File: src/rtl/bsf_pkg.sv
package bsf_pkg;

  localparam int SAMPLE_W = 10;
  localparam int COEF_W   = 10;
  localparam int FRAC_W   = 9;
  localparam int OUT_MAX  = (1 << (SAMPLE_W - 1)) - 1;
  localparam int OUT_MIN  = -(1 << (SAMPLE_W - 1));
  localparam int UNITY    = 1 << FRAC_W;
  localparam int GRID     = 20;  // band centres sit on multiples of fs/GRID

  typedef logic signed [SAMPLE_W-1:0] sample_t;
  typedef logic signed [COEF_W-1:0]   coef_t;

  function automatic int idx_width(input int taps);
    int n;
    n = $clog2((taps - 1) / 2 + 1);
    return (n < 1) ? 1 : n;
  endfunction

  // cosine of 2*pi*j/GRID in Q9, folded onto the first quarter
  function automatic int cos_q9(input int j);
    int r;
    int q;
    int mag;
    r = j % GRID;
    if (r < 0) r = r + GRID;
    if (r > GRID / 2) r = GRID - r;
    q = (r <= GRID / 4) ? r : (GRID / 2 - r);
    case (q)
      0: mag = 512;
      1: mag = 487;
      2: mag = 414;
      3: mag = 301;
      4: mag = 158;
      default: mag = 0;
    endcase
    return (r <= GRID / 4) ? mag : -mag;
  endfunction

  function automatic coef_t tap_coef(input int n, input int taps);
    int half;
    int m;
    int s;
    int w;
    int d;
    int num;
    int g;
    half = (taps - 1) / 2;
    m = (n >= half) ? n - half : half - n;
    s = 0;
    for (int k = 1; k <= 4; k++) s = s + cos_q9(k * m);
    w = half + 1 - m;
    d = ((half + 1) * (half + 1)) / 2;
    num = s * w;
    g = (num >= 0) ? (num + d / 2) / d : -((-num + d / 2) / d);
    return (m == 0) ? coef_t'(UNITY - g) : coef_t'(-g);
  endfunction

  function automatic sample_t round_sat(input longint acc);
    longint r;
    r = (acc + longint'(UNITY / 2)) >>> FRAC_W;
    if (r > longint'(OUT_MAX)) return sample_t'(OUT_MAX);
    if (r < longint'(OUT_MIN)) return sample_t'(OUT_MIN);
    return sample_t'(r);
  endfunction

endpackage

File: src/rtl/bsf_delay_line.sv
module bsf_delay_line
  import bsf_pkg::*;
#(
  parameter int TAPS = 101
) (
  input  logic    clk,
  input  logic    rst,
  input  logic    shift_en,
  input  sample_t din,
  output sample_t taps_o [TAPS]
);

  always_ff @(posedge clk) begin
    if (rst) begin
      for (int i = 0; i < TAPS; i++) taps_o[i] <= '0;
    end else if (shift_en) begin
      taps_o[0] <= din;
      for (int i = 1; i < TAPS; i++) taps_o[i] <= taps_o[i-1];
    end
  end

  p_hold_when_idle_r8: assert property (@(posedge clk) disable iff (rst)
    !shift_en |=> $stable(taps_o[TAPS-1]) && $stable(taps_o[0]));

  p_newest_enters_r2: assert property (@(posedge clk) disable iff (rst)
    shift_en |=> taps_o[0] == $past(din));

endmodule

File: src/rtl/bsf_coef_rom.sv
module bsf_coef_rom
  import bsf_pkg::*;
#(
  parameter int TAPS = 101
) (
  input  logic [idx_width(TAPS)-1:0] idx,
  output coef_t                      coef
);

  localparam int HALF = (TAPS - 1) / 2;

  coef_t tbl [HALF+1];

  for (genvar g = 0; g <= HALF; g++) begin : g_tap
    localparam coef_t CV = tap_coef(g, TAPS);
    assign tbl[g] = CV;
  end

  assign coef = (int'(idx) <= HALF) ? tbl[idx] : '0;

endmodule

File: src/rtl/bsf_mac.sv
module bsf_mac
  import bsf_pkg::*;
#(
  parameter int TAPS = 101
) (
  input  logic                       clk,
  input  logic                       rst,
  input  logic                       start,
  input  coef_t                      coef,
  input  logic signed [SAMPLE_W:0]   pair,
  output logic                       busy,
  output logic [idx_width(TAPS)-1:0] idx,
  output logic                       done,
  output sample_t                    result
);

  localparam int HALF    = (TAPS - 1) / 2;
  localparam int IDX_W   = idx_width(TAPS);
  localparam int PROD_W  = COEF_W + SAMPLE_W + 1;
  localparam int ACC_RAW = PROD_W + $clog2(HALF + 1);
  localparam int ACC_W   = (ACC_RAW > 30) ? ACC_RAW : 30;

  logic signed [PROD_W-1:0] term;
  logic signed [ACC_W-1:0]  acc;
  logic signed [ACC_W-1:0]  acc_next;
  logic                     last_step;

  assign term      = coef * pair;
  assign acc_next  = acc + {{(ACC_W-PROD_W){term[PROD_W-1]}}, term};
  assign last_step = busy && (idx == IDX_W'(HALF));

  always_ff @(posedge clk) begin
    if (rst) begin
      busy   <= 1'b0;
      idx    <= '0;
      acc    <= '0;
      done   <= 1'b0;
      result <= '0;
    end else begin
      done <= 1'b0;
      if (start) begin
        busy <= 1'b1;
        idx  <= '0;
        acc  <= '0;
      end else if (busy) begin
        acc <= acc_next;
        if (last_step) begin
          busy   <= 1'b0;
          done   <= 1'b1;
          result <= round_sat(longint'(acc_next));
        end else begin
          idx <= idx + 1'b1;
        end
      end
    end
  end

  p_valid_pulse_r7: assert property (@(posedge clk) disable iff (rst)
    done |=> !done);

  p_runs_to_end_r7: assert property (@(posedge clk) disable iff (rst)
    busy && idx != IDX_W'(HALF) |=> busy && !done);

  p_result_moves_with_valid_r3: assert property (@(posedge clk) disable iff (rst)
    !$stable(result) |-> done);

endmodule

File: src/rtl/bsf_section.sv
module bsf_section
  import bsf_pkg::*;
#(
  parameter int TAPS = 101
) (
  input  logic    clk,
  input  logic    rst,
  input  logic    in_valid,
  input  sample_t in_data,
  output logic    out_valid,
  output sample_t out_data,
  output logic    overrun
);

  localparam int HALF   = (TAPS - 1) / 2;
  localparam int IDX_W  = idx_width(TAPS);
  localparam int TIDX_W = ($clog2(TAPS) < 1) ? 1 : $clog2(TAPS);

  sample_t                   taps [TAPS];
  logic                      busy;
  logic [IDX_W-1:0]          idx;
  coef_t                     coef;
  logic                      accept;
  logic                      collide;
  logic [TIDX_W-1:0]         lo_i;
  logic [TIDX_W-1:0]         hi_i;
  logic signed [SAMPLE_W:0]  a_ext;
  logic signed [SAMPLE_W:0]  b_ext;
  logic signed [SAMPLE_W:0]  pair;

  assign accept  = in_valid && !busy;
  assign collide = in_valid && busy;

  bsf_delay_line #(.TAPS(TAPS)) u_dl (
    .clk      (clk),
    .rst      (rst),
    .shift_en (accept),
    .din      (in_data),
    .taps_o   (taps)
  );

  bsf_coef_rom #(.TAPS(TAPS)) u_rom (
    .idx  (idx),
    .coef (coef)
  );

  always_comb begin
    lo_i  = TIDX_W'(idx);
    hi_i  = TIDX_W'(TAPS - 1) - lo_i;
    a_ext = {taps[lo_i][SAMPLE_W-1], taps[lo_i]};
    b_ext = (idx == IDX_W'(HALF)) ? '0 : {taps[hi_i][SAMPLE_W-1], taps[hi_i]};
    pair  = a_ext + b_ext;
  end

  bsf_mac #(.TAPS(TAPS)) u_mac (
    .clk    (clk),
    .rst    (rst),
    .start  (accept),
    .coef   (coef),
    .pair   (pair),
    .busy   (busy),
    .idx    (idx),
    .done   (out_valid),
    .result (out_data)
  );

  always_ff @(posedge clk) begin
    if (rst)          overrun <= 1'b0;
    else if (collide) overrun <= 1'b1;
  end

  p_overrun_set_r8: assert property (@(posedge clk) disable iff (rst)
    in_valid && busy |=> overrun);

  p_overrun_sticky_r8: assert property (@(posedge clk) disable iff (rst)
    overrun |=> overrun);

endmodule

File: src/rtl/bsf_notch_top.sv
module bsf_notch_top
  import bsf_pkg::*;
#(
  parameter int TAPS    = 101,
  parameter int CASCADE = 0
) (
  input  logic       clk,
  input  logic       rst,
  input  logic       in_valid,
  input  logic [9:0] in_data,
  output logic       out_valid,
  output logic [9:0] out_data,
  output logic       overrun
);

  localparam int NSEC = (CASCADE != 0) ? 2 : 1;

  logic [NSEC:0]   st_v;
  sample_t         st_d [NSEC+1];
  logic [NSEC-1:0] ovr;

  assign st_v[0] = in_valid;
  assign st_d[0] = sample_t'(in_data);

  for (genvar s = 0; s < NSEC; s++) begin : g_sec
    bsf_section #(.TAPS(TAPS)) u_sec (
      .clk       (clk),
      .rst       (rst),
      .in_valid  (st_v[s]),
      .in_data   (st_d[s]),
      .out_valid (st_v[s+1]),
      .out_data  (st_d[s+1]),
      .overrun   (ovr[s])
    );
  end

  assign out_valid = st_v[NSEC];
  assign out_data  = st_d[NSEC];
  assign overrun   = |ovr;

endmodule

File: config.mk
export PLATFORM = sky130hd
export DESIGN_NAME = bsf_notch_top
export DESIGN_NICKNAME = d
export VERILOG_FILES = /design/src/rtl/bsf_pkg.sv /design/src/rtl/bsf_delay_line.sv /design/src/rtl/bsf_coef_rom.sv /design/src/rtl/bsf_mac.sv /design/src/rtl/bsf_section.sv /design/src/rtl/bsf_notch_top.sv
export SDC_FILE = /design/constraint.sdc
export NUM_CORES = 2
export LEC_CHECK = 0
export BUFFER_PORTS_ARGS = -buffer_cell sky130_fd_sc_hd__buf_2
export CORE_MARGIN = 3
export CORE_UTILIZATION = 50
export DETAILED_ROUTE_END_ITERATION = 16
export PLACE_DENSITY = 0.74
export RECOVER_POWER = 50
export SLEW_MARGIN = 40
export SYNTH_ARGS = -nofsm -noshare
export SYNTH_HDL_FRONTEND = slang
export SYNTH_SLANG_ARGS = --single-unit
File: constraint.sdc
create_clock -name clk -period 34.1 [get_ports clk]
set_clock_uncertainty 0.1 [all_clocks]
set_input_delay 5.115 -clock clk [delete_from_list [all_inputs] [get_ports clk]]
set_output_delay 5.115 -clock clk [all_outputs]
set_load 0.02 [all_outputs]
==> metrics.cfg <==
[route]
post-route-drc-count = 0
drt-total-wl_mm = 141
viasPerCell = 5.93
drtPass1Iterations = 6
drtIter0Drc = 4496
ant_nets = 0
vias = 46500
wl_per_cell_um = 18.0

[logic_synthesis]
syn_inst = 6556
syn_area_per_cell_um2 = 8.73
synth_nets = 6762
synth-edff-count = 0
yosysTopAreaCellShare_pct = 37.0
seq_area_frac_synth_pct = 37.0
yosys_warnings = 0
synthDistinctLibCells = 108
async_flop_share_pct = 0
ys.flop_type = dfxtp_1
ys_ff_latch = 1059
syn-cell-area_um2 = 57300
yosys-top-cells-area = dfxtp_1, mux4_2, nand2_1
synth_top_cell_by_area = dfxtp_1

[timing]
report.final.setup_viol = 0
fin_ws_ps = 16800
maxSlewViolCount = 979
finalCritPeriodShare_pct = 50.7
slew_headroom_pct = -233
tns_ps = 0
fin_hold_ws_ps = 320
rsz0062_at_grt = no
fmaxAchievable_mhz = 57.8
min_period_ps = 17300
worst_pin_slew_ps = 4990
hold_viol_final = 0

[floorplanning]
start_util_pct = 50.6
rows = 123
die_x_um = 344
core_region_area_um2 = 113000
pin_count = 25
die_h_um = 344
die-area_um2 = 119000

[worst_setup_path]
cp_data_arrival_time_ps = 17700
cp_cell_sequence = clkbuf_1, clkbuf_1, clkbuf_1, clkbuf_1, buf_6, a21oi_1
crit_path_top_delay_cell = clkbuf_1
startpoint = rst
critPathMostFrequentCell = clkbuf_1
worst-path-buf-inv = 5
cp-end-kind = register
critical_path.max_stage_delay_ps = 3120
crit_family = buffers and inverters
r2r-start = g_sec[0].u_sec.u_mac.idx[1]
crit_type = input port to register
cp-start-kind = input port
required_ps = 34500
rrSetupSlack_ps = 18170
critical_path.max_fanout = 105

[job]
cap_viol_max_count = 11

[placed_design]
dpl.hpwl_mm = 87.4
gp_congestion = 0.867
port_buffers = 24
placed_cells = 7630
dp_slack_ps = 18560

[finish]
drive_above_1_share_pct = 13.2
nets = 6449
final_cells = 7833
mostFrequentLayoutCells = nand2_1, a21oi_1, dfxtp_1
final_common_cell = nand2_1
diodes = 0
finish.utilization_pct = 54.8
fill_cells = 9835
syn_to_final_growth_pct = 8.34

[global_route]
antenna_found_initial = 0
grt_util_all_layers_pct = 23.3
global_route.overflow_total = 0
grt_pass1_wl_mm = 229
grt_max_degree = 206
grt_pass1_vias = 43900

[clocking]
cts_resized = 0
cts_made_buffers = 108
cts_num_sinks = 1059
clk_path_buf_depth = 3
cts_root_buffer = clkbuf_16
ctsHoldBuffers = 0
htree_levels = 3
cts_tree = done
cts.reportedPaths.clkPinSlew_ps = 60
clock_latency_ps = 720
post_cts_buffers = 0

[pwr]
p_comb_share_pct = 7.2
powerDensity_nw_per_um2 = 43.7
ir_drop_mv = 0.0433
power_frac_clock_pct = 46.9
p_switching_mw = 0.665
leakage_nw = 20.3
seq_power_share_pct = 45.8
swShare_pct = 24.6
p_int_mw = 2.04

[run_status]
failed_checks = capacitance limit, slew limit
outcome = finished with violations

[hold_path]
min-delay-path-class = register to register
min_from = g_sec[0].u_sec.u_dl.taps_o[120]

-- power by group through the flow --
stage | logic, mW | registers, mW | clock network (mW)
2_1_floorplan | 0.149 | 1.27 | 0
3_3_place_gp | 0.187 | 1.27 | 0
3_5_place_dp | 0.194 | 1.27 | 0
4_1_cts | 0.194 | 1.24 | 1.29
5_1_grt | 0.210 | 1.24 | 1.34
6_report | 0.196 | 1.24 | 1.27
-- routing by layer --
layer	vias to the layer above	wire [um]	global-route usage, %
met4	0	3970	6.88
met5	-	0	0
met1	22600	59300	31.3
li1	22100	-	-
met3	272	9570	3.93
met2	1501	67900	38.6
-- final timing paths --
check	depth (start not counted)	endpoint
worst min-delay path	2	g_sec[0].u_sec.u_dl.taps_o[110]
worst max-delay path	6	g_sec[0].u_sec.u_dl.taps_o[199]
worst max register to register	48	g_sec[0].u_sec.u_mac.result[6]
worst min register to register	2	g_sec[0].u_sec.u_dl.taps_o[110]
-- flip-flops by register name, summed over array words and instances (netlist names) --
name                      count
g_sec.u_sec.u_mac.busy        1
g_sec.u_sec.u_dl.taps_o    1010
g_sec.u_sec.u_mac.acc        30
g_sec.u_sec.overrun           1
g_sec.u_sec.u_mac.idx         6
g_sec.u_sec.u_mac.done        1
g_sec.u_sec.u_mac.result     10
-- kinds of logic (layout without fill, tap and decap cells) --
| logic type | Yosys count | in the layout | synth area share (%) |
|---|---|---|---|
| AND/OR/NAND/NOR | 2548 | 2548 | 17.5 |
| AO/OA/AOI/OAI | 1435 | 1435 | 14.2 |
| flip-flops | 1059 | 1059 | 37.0 |
| buffers and inverters | 679 | 456 | 4.59 |
| multiplexers | 561 | 561 | 20.0 |
| adder cells (fa/ha/maj) | 195 | 195 | 5.39 |
| XOR/XNOR | 79 | 79 | 1.26 |
-- worst min-delay path: cells and delay by family, from the launching register on --
| kind | cells | cell delay (ps) |
|---|---|---|
| AO/OA/AOI/OAI | 1 | 50 |
| AND/OR/NAND/NOR | 1 | 60 |
| flip-flops | 1 | 320 |
-- stage by stage --
stage / total power [mW] / cell area [um2]
finish: 2.71 / 62000
global route: 2.79 / 62000
CTS: 2.73 / 62000
detailed placement: 1.46 / 58200
global placement: 1.46 / 57900
floorplan: 1.42 / 57300
-- area by class of cell --
| class | instances | area (um2) | area share, % |
|---|---|---|---|
| clock buffers | 145 | 3080 | 4.97 |
| clock inverters | 55 | 782 | 1.26 |
| inverters | 156 | 586 | 0.944 |
| multi-input cells | 4818 | 33600 | 54.1 |
| flip-flops and latches | 1059 | 21200 | 34.2 |
| well taps | 1500 | 1880 | 3.03 |
| repair buffers | 100 | 923 | 1.49 |
-- Yosys cell counts, types with 5 or more instances --
cell       number
a211o_1         7
a211oi_1       47
a21boi_0        8
a21o_1         19
a21oi_1      1111
a221oi_1       12
a22o_1         11
a22oi_1        14
a311oi_1       11
a31oi_1         9
and2_1         18
and3_1         14
buf_1          50
buf_2          17
clkbuf_1      447
dfxtp_1      1059
fa_1           87
ha_1          106
inv_1         153
mux2_2         23
mux2i_1        73
mux4_2        465
nand2_1      2210
nand2b_1       10
nand3_1        29
nand3b_1        5
nand4_1        11
nor2_1        162
nor2b_1        22
nor3_1         18
o2111ai_1       6
o211ai_1       18
o21a_1         12
o21ai_0        61
o21bai_1        8
o22ai_1        12
or3_1           9
xnor2_1        62
xor2_1         14
(Power assumes the default switching activity.)
